--- src/rtl/wdg_pkg.sv ---
package wdg_pkg;
    localparam int ADDR_W    = 4;
    localparam int DATA_W    = 32;
    localparam int PSC_W     = 3;
    localparam int RELOAD_W  = 12;
    localparam int DIVCNT_W  = 8;
    localparam int DIV_W     = DIVCNT_W + 1;

    localparam logic [15:0] KEY_START  = 16'hCCCC;
    localparam logic [15:0] KEY_KICK   = 16'hAAAA;
    localparam logic [15:0] KEY_UNLOCK = 16'h5555;

    typedef enum logic [1:0] {
        SEL_KEY    = 2'd0,
        SEL_PSC    = 2'd1,
        SEL_RELOAD = 2'd2,
        SEL_STATUS = 2'd3
    } reg_sel_e;

    function automatic logic [DIV_W-1:0] psc_divisor(input logic [PSC_W-1:0] code);
        logic [DIV_W-1:0] d;
        if (code == 3'd7) d = 9'd256;
        else              d = 9'd4 << code;
        return d;
    endfunction
endpackage

--- src/rtl/wdg_sync_slot.sv ---
module wdg_sync_slot #(
    parameter int              W          = 12,
    parameter logic [W-1:0]    RST_VAL    = '0,
    parameter int              SYNC_TICKS = 3
) (
    input  logic         clk,
    input  logic         rst_n,
    input  logic         tick,
    input  logic         wr,
    input  logic [W-1:0] wdata,
    output logic [W-1:0] shadow,
    output logic [W-1:0] active,
    output logic         pending
);
    localparam int CW = $clog2(SYNC_TICKS + 1);
    localparam logic [CW-1:0] CNT_INIT = CW'(SYNC_TICKS);

    typedef struct packed {
        logic [W-1:0]  shadow;
        logic [W-1:0]  active;
        logic          pend;
        logic [CW-1:0] cnt;
    } slot_t;

    slot_t s_d, s_q;

    always_comb begin
        s_d = s_q;
        if (wr) begin
            s_d.shadow = wdata;
            s_d.pend   = 1'b1;
            s_d.cnt    = CNT_INIT;
        end else if (s_q.pend && tick) begin
            if (s_q.cnt == CW'(1)) begin
                s_d.pend   = 1'b0;
                s_d.active = s_q.shadow;
                s_d.cnt    = '0;
            end else begin
                s_d.cnt = s_q.cnt - CW'(1);
            end
        end
    end

    always_ff @(posedge clk or negedge rst_n) begin
        if (!rst_n) begin
            s_q.shadow <= RST_VAL;
            s_q.active <= RST_VAL;
            s_q.pend   <= 1'b0;
            s_q.cnt    <= '0;
        end else begin
            s_q <= s_d;
        end
    end

    assign shadow  = s_q.shadow;
    assign active  = s_q.active;
    assign pending = s_q.pend;

    // Requirement R5: the new value becomes active when the flag drops
    assert_apply_on_clear_R5: assert property (@(posedge clk) disable iff (!rst_n)
        $fell(s_q.pend) |-> (s_q.active == $past(s_q.shadow)));

    // Requirement R5: a tick with no write never raises the flag
    assert_flag_needs_write_R5: assert property (@(posedge clk) disable iff (!rst_n)
        (!s_q.pend && !wr) |=> !s_q.pend);
endmodule

--- src/rtl/wdg_regs.sv ---
module wdg_regs
    import wdg_pkg::*;
#(
    parameter int SYNC_TICKS = 3
) (
    input  logic                clk,
    input  logic                rst_n,
    input  logic                wd_tick,
    input  logic                bus_we,
    input  logic [ADDR_W-1:0]   bus_addr,
    input  logic [DATA_W-1:0]   bus_wdata,
    output logic [DATA_W-1:0]   bus_rdata,
    output logic                started,
    output logic                kick,
    output logic [PSC_W-1:0]    psc_active,
    output logic [RELOAD_W-1:0] reload_active
);
    typedef struct packed {
        logic started;
        logic unlocked;
    } ctl_t;

    ctl_t c_d, c_q;

    reg_sel_e             sel;
    logic                 key_wr;
    logic [15:0]          key_val;
    logic                 psc_wr, rld_wr;
    logic [PSC_W-1:0]     psc_shadow;
    logic [RELOAD_W-1:0]  rld_shadow;
    logic                 psc_pend, rld_pend;
    logic                 unused_bits;

    assign sel     = reg_sel_e'(bus_addr[3:2]);
    assign key_val = bus_wdata[15:0];
    assign key_wr  = bus_we && (sel == SEL_KEY);
    assign psc_wr  = bus_we && (sel == SEL_PSC) && c_q.unlocked;
    assign rld_wr  = bus_we && (sel == SEL_RELOAD) && c_q.unlocked;
    assign kick    = key_wr && ((key_val == KEY_START) || (key_val == KEY_KICK));
    assign unused_bits = ^{bus_addr[1:0], bus_wdata[DATA_W-1:16]};

    always_comb begin
        c_d = c_q;
        if (key_wr) begin
            c_d.unlocked = (key_val == KEY_UNLOCK);
            if (key_val == KEY_START) c_d.started = 1'b1;
        end
    end

    always_ff @(posedge clk or negedge rst_n) begin
        if (!rst_n) begin
            c_q.started  <= 1'b0;
            c_q.unlocked <= 1'b0;
        end else begin
            c_q <= c_d;
        end
    end

    wdg_sync_slot #(.W(PSC_W), .RST_VAL(3'd0), .SYNC_TICKS(SYNC_TICKS)) psc_slot_i (
        .clk(clk), .rst_n(rst_n), .tick(wd_tick), .wr(psc_wr),
        .wdata(bus_wdata[PSC_W-1:0]), .shadow(psc_shadow),
        .active(psc_active), .pending(psc_pend)
    );

    wdg_sync_slot #(.W(RELOAD_W), .RST_VAL(12'hFFF), .SYNC_TICKS(SYNC_TICKS)) rld_slot_i (
        .clk(clk), .rst_n(rst_n), .tick(wd_tick), .wr(rld_wr),
        .wdata(bus_wdata[RELOAD_W-1:0]), .shadow(rld_shadow),
        .active(reload_active), .pending(rld_pend)
    );

    always_comb begin
        bus_rdata = '0;
        case (sel)
            SEL_PSC:    bus_rdata[PSC_W-1:0]    = psc_shadow;
            SEL_RELOAD: bus_rdata[RELOAD_W-1:0] = rld_shadow;
            SEL_STATUS: bus_rdata[1:0]          = {rld_pend, psc_pend};
            default:    bus_rdata = '0;
        endcase
    end

    assign started = c_q.started;

    // Requirement R2: locked writes leave the prescaler shadow untouched
    assert_locked_psc_R2: assert property (@(posedge clk) disable iff (!rst_n)
        (bus_we && sel == SEL_PSC && !c_q.unlocked) |=> $stable(psc_shadow));

    // Requirement R2: locked writes leave the reload shadow untouched
    assert_locked_rld_R2: assert property (@(posedge clk) disable iff (!rst_n)
        (bus_we && sel == SEL_RELOAD && !c_q.unlocked) |=> $stable(rld_shadow));

    // Requirement R4: a key other than the unlock code relocks
    assert_relock_R4: assert property (@(posedge clk) disable iff (!rst_n)
        (key_wr && key_val != KEY_UNLOCK) |=> !c_q.unlocked);

    // Requirement R10: a started timer stays started
    assert_start_sticky_R10: assert property (@(posedge clk) disable iff (!rst_n)
        c_q.started |=> c_q.started);
endmodule

--- src/rtl/wdg_prescaler.sv ---
module wdg_prescaler
    import wdg_pkg::*;
(
    input  logic             clk,
    input  logic             rst_n,
    input  logic             tick,
    input  logic             run,
    input  logic             clear,
    input  logic [PSC_W-1:0] code,
    output logic             step
);
    typedef struct packed {
        logic [DIVCNT_W-1:0] cnt;
    } psc_t;

    psc_t p_d, p_q;
    logic [DIV_W-1:0] last;
    logic             wrap;

    assign last = psc_divisor(code) - DIV_W'(1);
    assign wrap = {1'b0, p_q.cnt} >= last;
    assign step = run && tick && !clear && wrap;

    always_comb begin
        p_d = p_q;
        if (clear) begin
            p_d.cnt = '0;
        end else if (run && tick) begin
            if (wrap) p_d.cnt = '0;
            else      p_d.cnt = p_q.cnt + DIVCNT_W'(1);
        end
    end

    always_ff @(posedge clk or negedge rst_n) begin
        if (!rst_n) p_q.cnt <= '0;
        else        p_q <= p_d;
    end

    // Requirement R6: the divider is frozen while the timer is not running
    assert_frozen_before_start_R6: assert property (@(posedge clk) disable iff (!rst_n)
        (!run && !clear) |=> $stable(p_q.cnt));
endmodule

--- src/rtl/wdg_counter.sv ---
module wdg_counter
    import wdg_pkg::*;
(
    input  logic                clk,
    input  logic                rst_n,
    input  logic                load,
    input  logic                step,
    input  logic [RELOAD_W-1:0] reload,
    output logic                expire
);
    typedef struct packed {
        logic [RELOAD_W-1:0] cnt;
        logic                fire;
    } cnt_t;

    cnt_t k_d, k_q;

    always_comb begin
        k_d      = k_q;
        k_d.fire = 1'b0;
        if (load) begin
            k_d.cnt = reload;
        end else if (step) begin
            if (k_q.cnt == '0) begin
                k_d.fire = 1'b1;
                k_d.cnt  = reload;
            end else begin
                k_d.cnt = k_q.cnt - RELOAD_W'(1);
            end
        end
    end

    always_ff @(posedge clk or negedge rst_n) begin
        if (!rst_n) begin
            k_q.cnt  <= '1;
            k_q.fire <= 1'b0;
        end else begin
            k_q <= k_d;
        end
    end

    assign expire = k_q.fire;

    // Requirement R9: the reset request lasts a single cycle
    assert_pulse_one_cycle_R9: assert property (@(posedge clk) disable iff (!rst_n)
        k_q.fire |=> !k_q.fire);
endmodule

--- src/rtl/kwd_watchdog.sv ---
module kwd_watchdog
    import wdg_pkg::*;
#(
    parameter int SYNC_TICKS = 3
) (
    input  logic              clk,
    input  logic              rst_n,
    input  logic              wd_tick,
    input  logic              bus_we,
    input  logic [ADDR_W-1:0] bus_addr,
    input  logic [DATA_W-1:0] bus_wdata,
    output logic [DATA_W-1:0] bus_rdata,
    output logic              wdg_reset
);
    logic                started, kick, step;
    logic [PSC_W-1:0]    psc_active;
    logic [RELOAD_W-1:0] reload_active;

    wdg_regs #(.SYNC_TICKS(SYNC_TICKS)) regs_i (
        .clk(clk), .rst_n(rst_n), .wd_tick(wd_tick),
        .bus_we(bus_we), .bus_addr(bus_addr), .bus_wdata(bus_wdata),
        .bus_rdata(bus_rdata), .started(started), .kick(kick),
        .psc_active(psc_active), .reload_active(reload_active)
    );

    wdg_prescaler psc_i (
        .clk(clk), .rst_n(rst_n), .tick(wd_tick), .run(started),
        .clear(kick), .code(psc_active), .step(step)
    );

    wdg_counter cnt_i (
        .clk(clk), .rst_n(rst_n), .load(kick), .step(step),
        .reload(reload_active), .expire(wdg_reset)
    );

    // Requirement R6: no reset request before the start key
    assert_no_reset_before_start_R6: assert property (@(posedge clk) disable iff (!rst_n)
        wdg_reset |-> started);
endmodule

--- config.mk ---
export PLATFORM = sky130hd
export DESIGN_NAME = kwd_watchdog
export DESIGN_NICKNAME = d
export VERILOG_FILES = /design/src/rtl/wdg_pkg.sv /design/src/rtl/wdg_sync_slot.sv /design/src/rtl/wdg_regs.sv /design/src/rtl/wdg_prescaler.sv /design/src/rtl/wdg_counter.sv /design/src/rtl/kwd_watchdog.sv
export SDC_FILE = /design/constraint.sdc
export NUM_CORES = 1
export LEC_CHECK = 0
export BUFFER_PORTS_ARGS = -buffer_cell sky130_fd_sc_hd__buf_2
export CAP_MARGIN = 40
export CORE_ASPECT_RATIO = 1.2
export CORE_MARGIN = 1.5
export CORE_UTILIZATION = 59
export CTS_CLUSTER_DIAMETER = 80
export DETAILED_ROUTE_END_ITERATION = 7
export PLACE_DENSITY = 0.88
export RECOVER_POWER = 25
export SLEW_MARGIN = 10
export SYNTH_ARGS = -nofsm -noshare
export SYNTH_HDL_FRONTEND = slang
export SYNTH_SLANG_ARGS = --single-unit
--- constraint.sdc ---
create_clock -name clk -period 5.4 [get_ports clk]
set_clock_uncertainty 0.05 [all_clocks]
set_input_delay 0.54 -clock clk [delete_from_list [all_inputs] [get_ports clk]]
set_output_delay 0.54 -clock clk [all_outputs]
set_load 0.03 [all_outputs]
==> impl_metrics.py <==
metrics = {
    "outcome": {
        "result_of_the_run": "complete, but fails checks",
        "failed_checks": "capacitance limit, slew limit",
    },
    "power": {
        "total_power_mw": 1.223,
        "power.leakage_nw": 1.805,
        "ir_drop_mv": 0.2546,
        "power.density_nw_per_um2": 313.8,
    },
    "routing": {
        "drtPass1Iterations": 5,
        "drt-vias-per-instance": 6.112,
        "drc_errors": 0,
        "detail_route.wl_per_cell_um": 16.35,
        "antenna_violating_nets_post_route": 0,
        "dr.first_iter.drc_count": 308,
        "dr_total_vias": 2830,
        "detail_route.wirelength_um": 7569,
    },
    "floorplanning": {
        "fp.dieW_um": 73.83,
        "rows": 30,
        "fp.dieArea_um2": 6497,
        "boundaryPins": 73,
        "initial_core_util": 0.6185,
        "placeableCoreArea_um2": 5743,
        "die_height_um": 88.00,
    },
    "worst_setup_path": {
        "cp.arrival_ps": 3910,
        "crit_buf_inv": 0,
        "critical_path.max_stage_delay_ps": 500,
        "path_class": "register to register",
        "path_common_cell": "ha_1",
        "setup.worst_path.start_class": "register",
        "highest_net_fanout_along_the_worst_path": 14,
        "critical_path.slowest_cell": "nand3_1",
        "path_delay_family": "simple AND/OR/NAND/NOR gates",
        "cp_data_required_time_ps": 5620,
        "timing.critical_path.to_type": "register",
        "crit_chain": "or3_1 -> ha_1 -> nor3_1 -> a21o_2 -> a21oi_1 -> ha_1 -> o211ai_1 -> nand2_1 -> nand3_1 -> o311a_1 -> a221o_1",
    },
    "timing": {
        "fin_setup_tns_ps": 0,
        "setup_viol_count_final": 0,
        "fmax_ghz": 0.2705,
        "worst_slew_pin_slew_ps": 3019,
        "final_worst_path_cycle_share": 0.6845,
        "rsz0062_at_grt": "false",
        "finalWorstPathRequiredPeriod_ps": 3696,
        "report.final.hold_viol_count": 0,
        "slew_headroom": -1.012,
        "report.final.slew_viol_count": 60,
    },
    "cts": {
        "clockBufferDepth": 2,
        "cts_repair_resize_count": 0,
        "postCtsHoldBufs": 0,
        "cts_buffers": 9,
        "clkSlewWorstSetupHoldPaths_ps": 70,
        "clock_tree.htree_level_count": 3,
        "clock_sink_count": 59,
        "root_buffer_cell": "clkbuf_8",
        "cts_tree": "done",
        "worstSkewPairLatency_ps": 340,
        "postCtsSetupRepairBufs": 0,
    },
    "yosys": {
        "synth_top_family_by_area": "simple AND/OR/NAND/NOR gates",
        "synthesis.instances": 348,
        "synthAdderAreaFrac": 0.05988,
        "number_of_warnings_reported_in_the_yosys_synthesis_log": 0,
        "synth_simple_gate_area_share": 0.1856,
        "netlist_area_um2": 3552,
        "ys_seq_elements": 59,
        "ys_seq_area_frac": 0.4283,
        "synth_xor_xnor_area_share": 0.002466,
        "dominantRegCellSynth": "dfstp_2",
        "synth-edff-count": 0,
        "yosysUniqueCellTypes": 56,
        "synth-async-reset-ratio": 1.000,
        "syn_avg_cell_area_um2": 10.21,
        "complex_gate_fraction_of_the_synthesized_area": 0.1483,
        "synthMuxAreaShare": 0.08771,
    },
    "global_routing": {
        "grt_pass1_wl_um": 12990,
        "grt_pass1_vias": 2756,
        "gr-usage-all-layers": 0.2615,
        "grt_max_degree": 60,
        "gr-total-overflow": 0,
        "antenna_found_initial": 0,
    },
    "cells_and_area": {
        "antenna_cells": 0,
        "postLayoutCoreUtil": 0.6786,
        "nets": 435,
        "areaGrowthSynthToFinish_pct": 9.722,
        "layout.cell_area.non_filler_um2": 3897,
        "drive_above_1_share": 0.3081,
    },
    "place": {
        "post-dp-hpwl_um": 5182,
        "instance_area_after_placement_um2": 3661,
        "place.gp.congestion": 0.8547,
        "port_buffers": 34,
    },
    "run": {
        "cap_violations": 1,
    },
    "hold_path": {
        "hp-class": "input port to register",
    },
}
[power by group]
part / total (mW) / leakage [nW] / switching, mW / internal (mW)
combinational: 0.249 / 0.998 / 0.164 / 0.0846
sequential: 0.511 / 0.684 / 0.0303 / 0.481
clock: 0.463 / 0.123 / 0.180 / 0.282
[flip-flops by register name, summed over array words and instances (netlist names)]
name	cells
regs_i.rld_slot_i.shadow	12
psc_i.p_q	8
regs_i.rld_slot_i.active	12
cnt_i.expire	1
cnt_i.k_q	12
regs_i.psc_slot_i.s_q	2
regs_i.psc_slot_i.active	3
regs_i.c_q	1
regs_i.psc_slot_i.pending	1
regs_i.started	1
regs_i.rld_slot_i.pending	1
regs_i.rld_slot_i.s_q	2
regs_i.psc_slot_i.shadow	3
[metal layers]
layer / vias up / wire length, um / track usage
met1: 1383 / 3016 / 0.3128
met2: 123 / 3975 / 0.4554
met4: 0 / 165 / 0.1061
met3: 15 / 411 / 0.05409
met5: - / 0 / 0
li1: 1309 / - / -
[synth_stat cells (all sizes together), types with 2 or more instances]
cell / count / share of area
clkbuf: 5 / 0.0053
mux2i: 3 / 0.0085
and2: 10 / 0.018
nor2b: 2 / 0.0035
o2bb2ai: 2 / 0.0049
a21o: 3 / 0.0067
and4: 4 / 0.0099
nor4bb: 8 / 0.023
inv: 16 / 0.017
nand2: 21 / 0.023
o41ai: 2 / 0.0070
nor2: 18 / 0.019
o21ai: 13 / 0.018
mux2: 25 / 0.079
a22oi: 2 / 0.0042
o211a: 2 / 0.0056
buf: 31 / 0.064
dfstp: 36 / 0.27
a21oi: 18 / 0.025
a211o: 2 / 0.0049
a211oi: 3 / 0.0077
a222oi: 3 / 0.0085
nor4: 3 / 0.0053
a31oi: 9 / 0.016
nand3b: 6 / 0.013
o211ai: 4 / 0.0099
nor3: 12 / 0.017
dfrtp: 23 / 0.16
nand4: 4 / 0.0070
and3: 7 / 0.012
a221o: 4 / 0.011
or3: 3 / 0.0053
nand3: 13 / 0.018
ha: 17 / 0.060
[worst reg2reg max path, delay by kind of cell, from the launching register on]
kind	cells	cell delay, ps
and+or+nand+nor	4	1490
DFF	1	430
adders and majority gates	2	590
AOI/OAI and AO/OA	5	1070
[layout make-up]
cell class	count	area (um2)
Clock inverter	4	52.55
Fill cell	398	1846
Tap cell	80	100.1
Multi-Input combinational cell	256	1794
Clock buffer	12	187.7
Sequential cell	59	1521
Inverter	16	60.06
Timing Repair Buffer	36	181.4
[kinds of logic (layout without fill, tap and decap cells)]
family	count (synthesis)	after routing
AO/OA/AOI/OAI	74	74
XOR/XNOR	1	1
AND/OR/NAND/NOR	116	116
buffers and inverters	52	68
flip-flops	59	59
multiplexers	28	28
adder cells (fa/ha/maj)	17	17
other	1	20
[path summary, 6_finish.rpt]
path	from	end	slack (ps)	cells after the start
worst max-delay path	regs_i.psc_slot_i.active[0]	cnt_i.k_q[6]	1700	11
worst min-delay path	bus_wdata[10]	regs_i.rld_slot_i.shadow[10]	410	2
worst max register to register	regs_i.psc_slot_i.active[0]	cnt_i.k_q[6]	1700	11
worst min register to register	regs_i.rld_slot_i.active[8]	cnt_i.k_q[9]	440	1
max in group asynchronous	rst_n	cnt_i.expire	2360	2
min in group asynchronous	rst_n	regs_i.rld_slot_i.s_q[0]	1240	2
[through the flow]
stage / worst slack [ps] / std cells / hold slack (ps)
2_1_floorplan: 2374 / 367 / 194.4
3_3_place_gp: 1936 / 447 / 419.1
3_5_place_dp: 1799 / 447 / 428.6
4_1_cts: 1771 / 463 / 309.2
5_1_grt: 1412 / 463 / 414.9
6_report: 1704 / 463 / 412.7
[cells in the final DEF (no fill, tap or decap), drive strengths merged, types with 4 or more instances in the layout]
cell    synthesis  layout
nand4           4       4
ha             17      17
nand3          13      13
nand2          21      21
clkbuf          5      13
and2           10      10
inv            16      16
nor3           12      12
nor2           18      18
a21oi          18      18
dfrtp          23      23
o211ai          4       4
and3            7       7
a221o           4       4
buf            31      35
nand3b          6       6
and4            4       4
o21ai          13      13
conb            1      20
dfstp          36      36
nor4bb          8       8
mux2           25      25
a31oi           9       9
(Power assumes the default switching activity.)
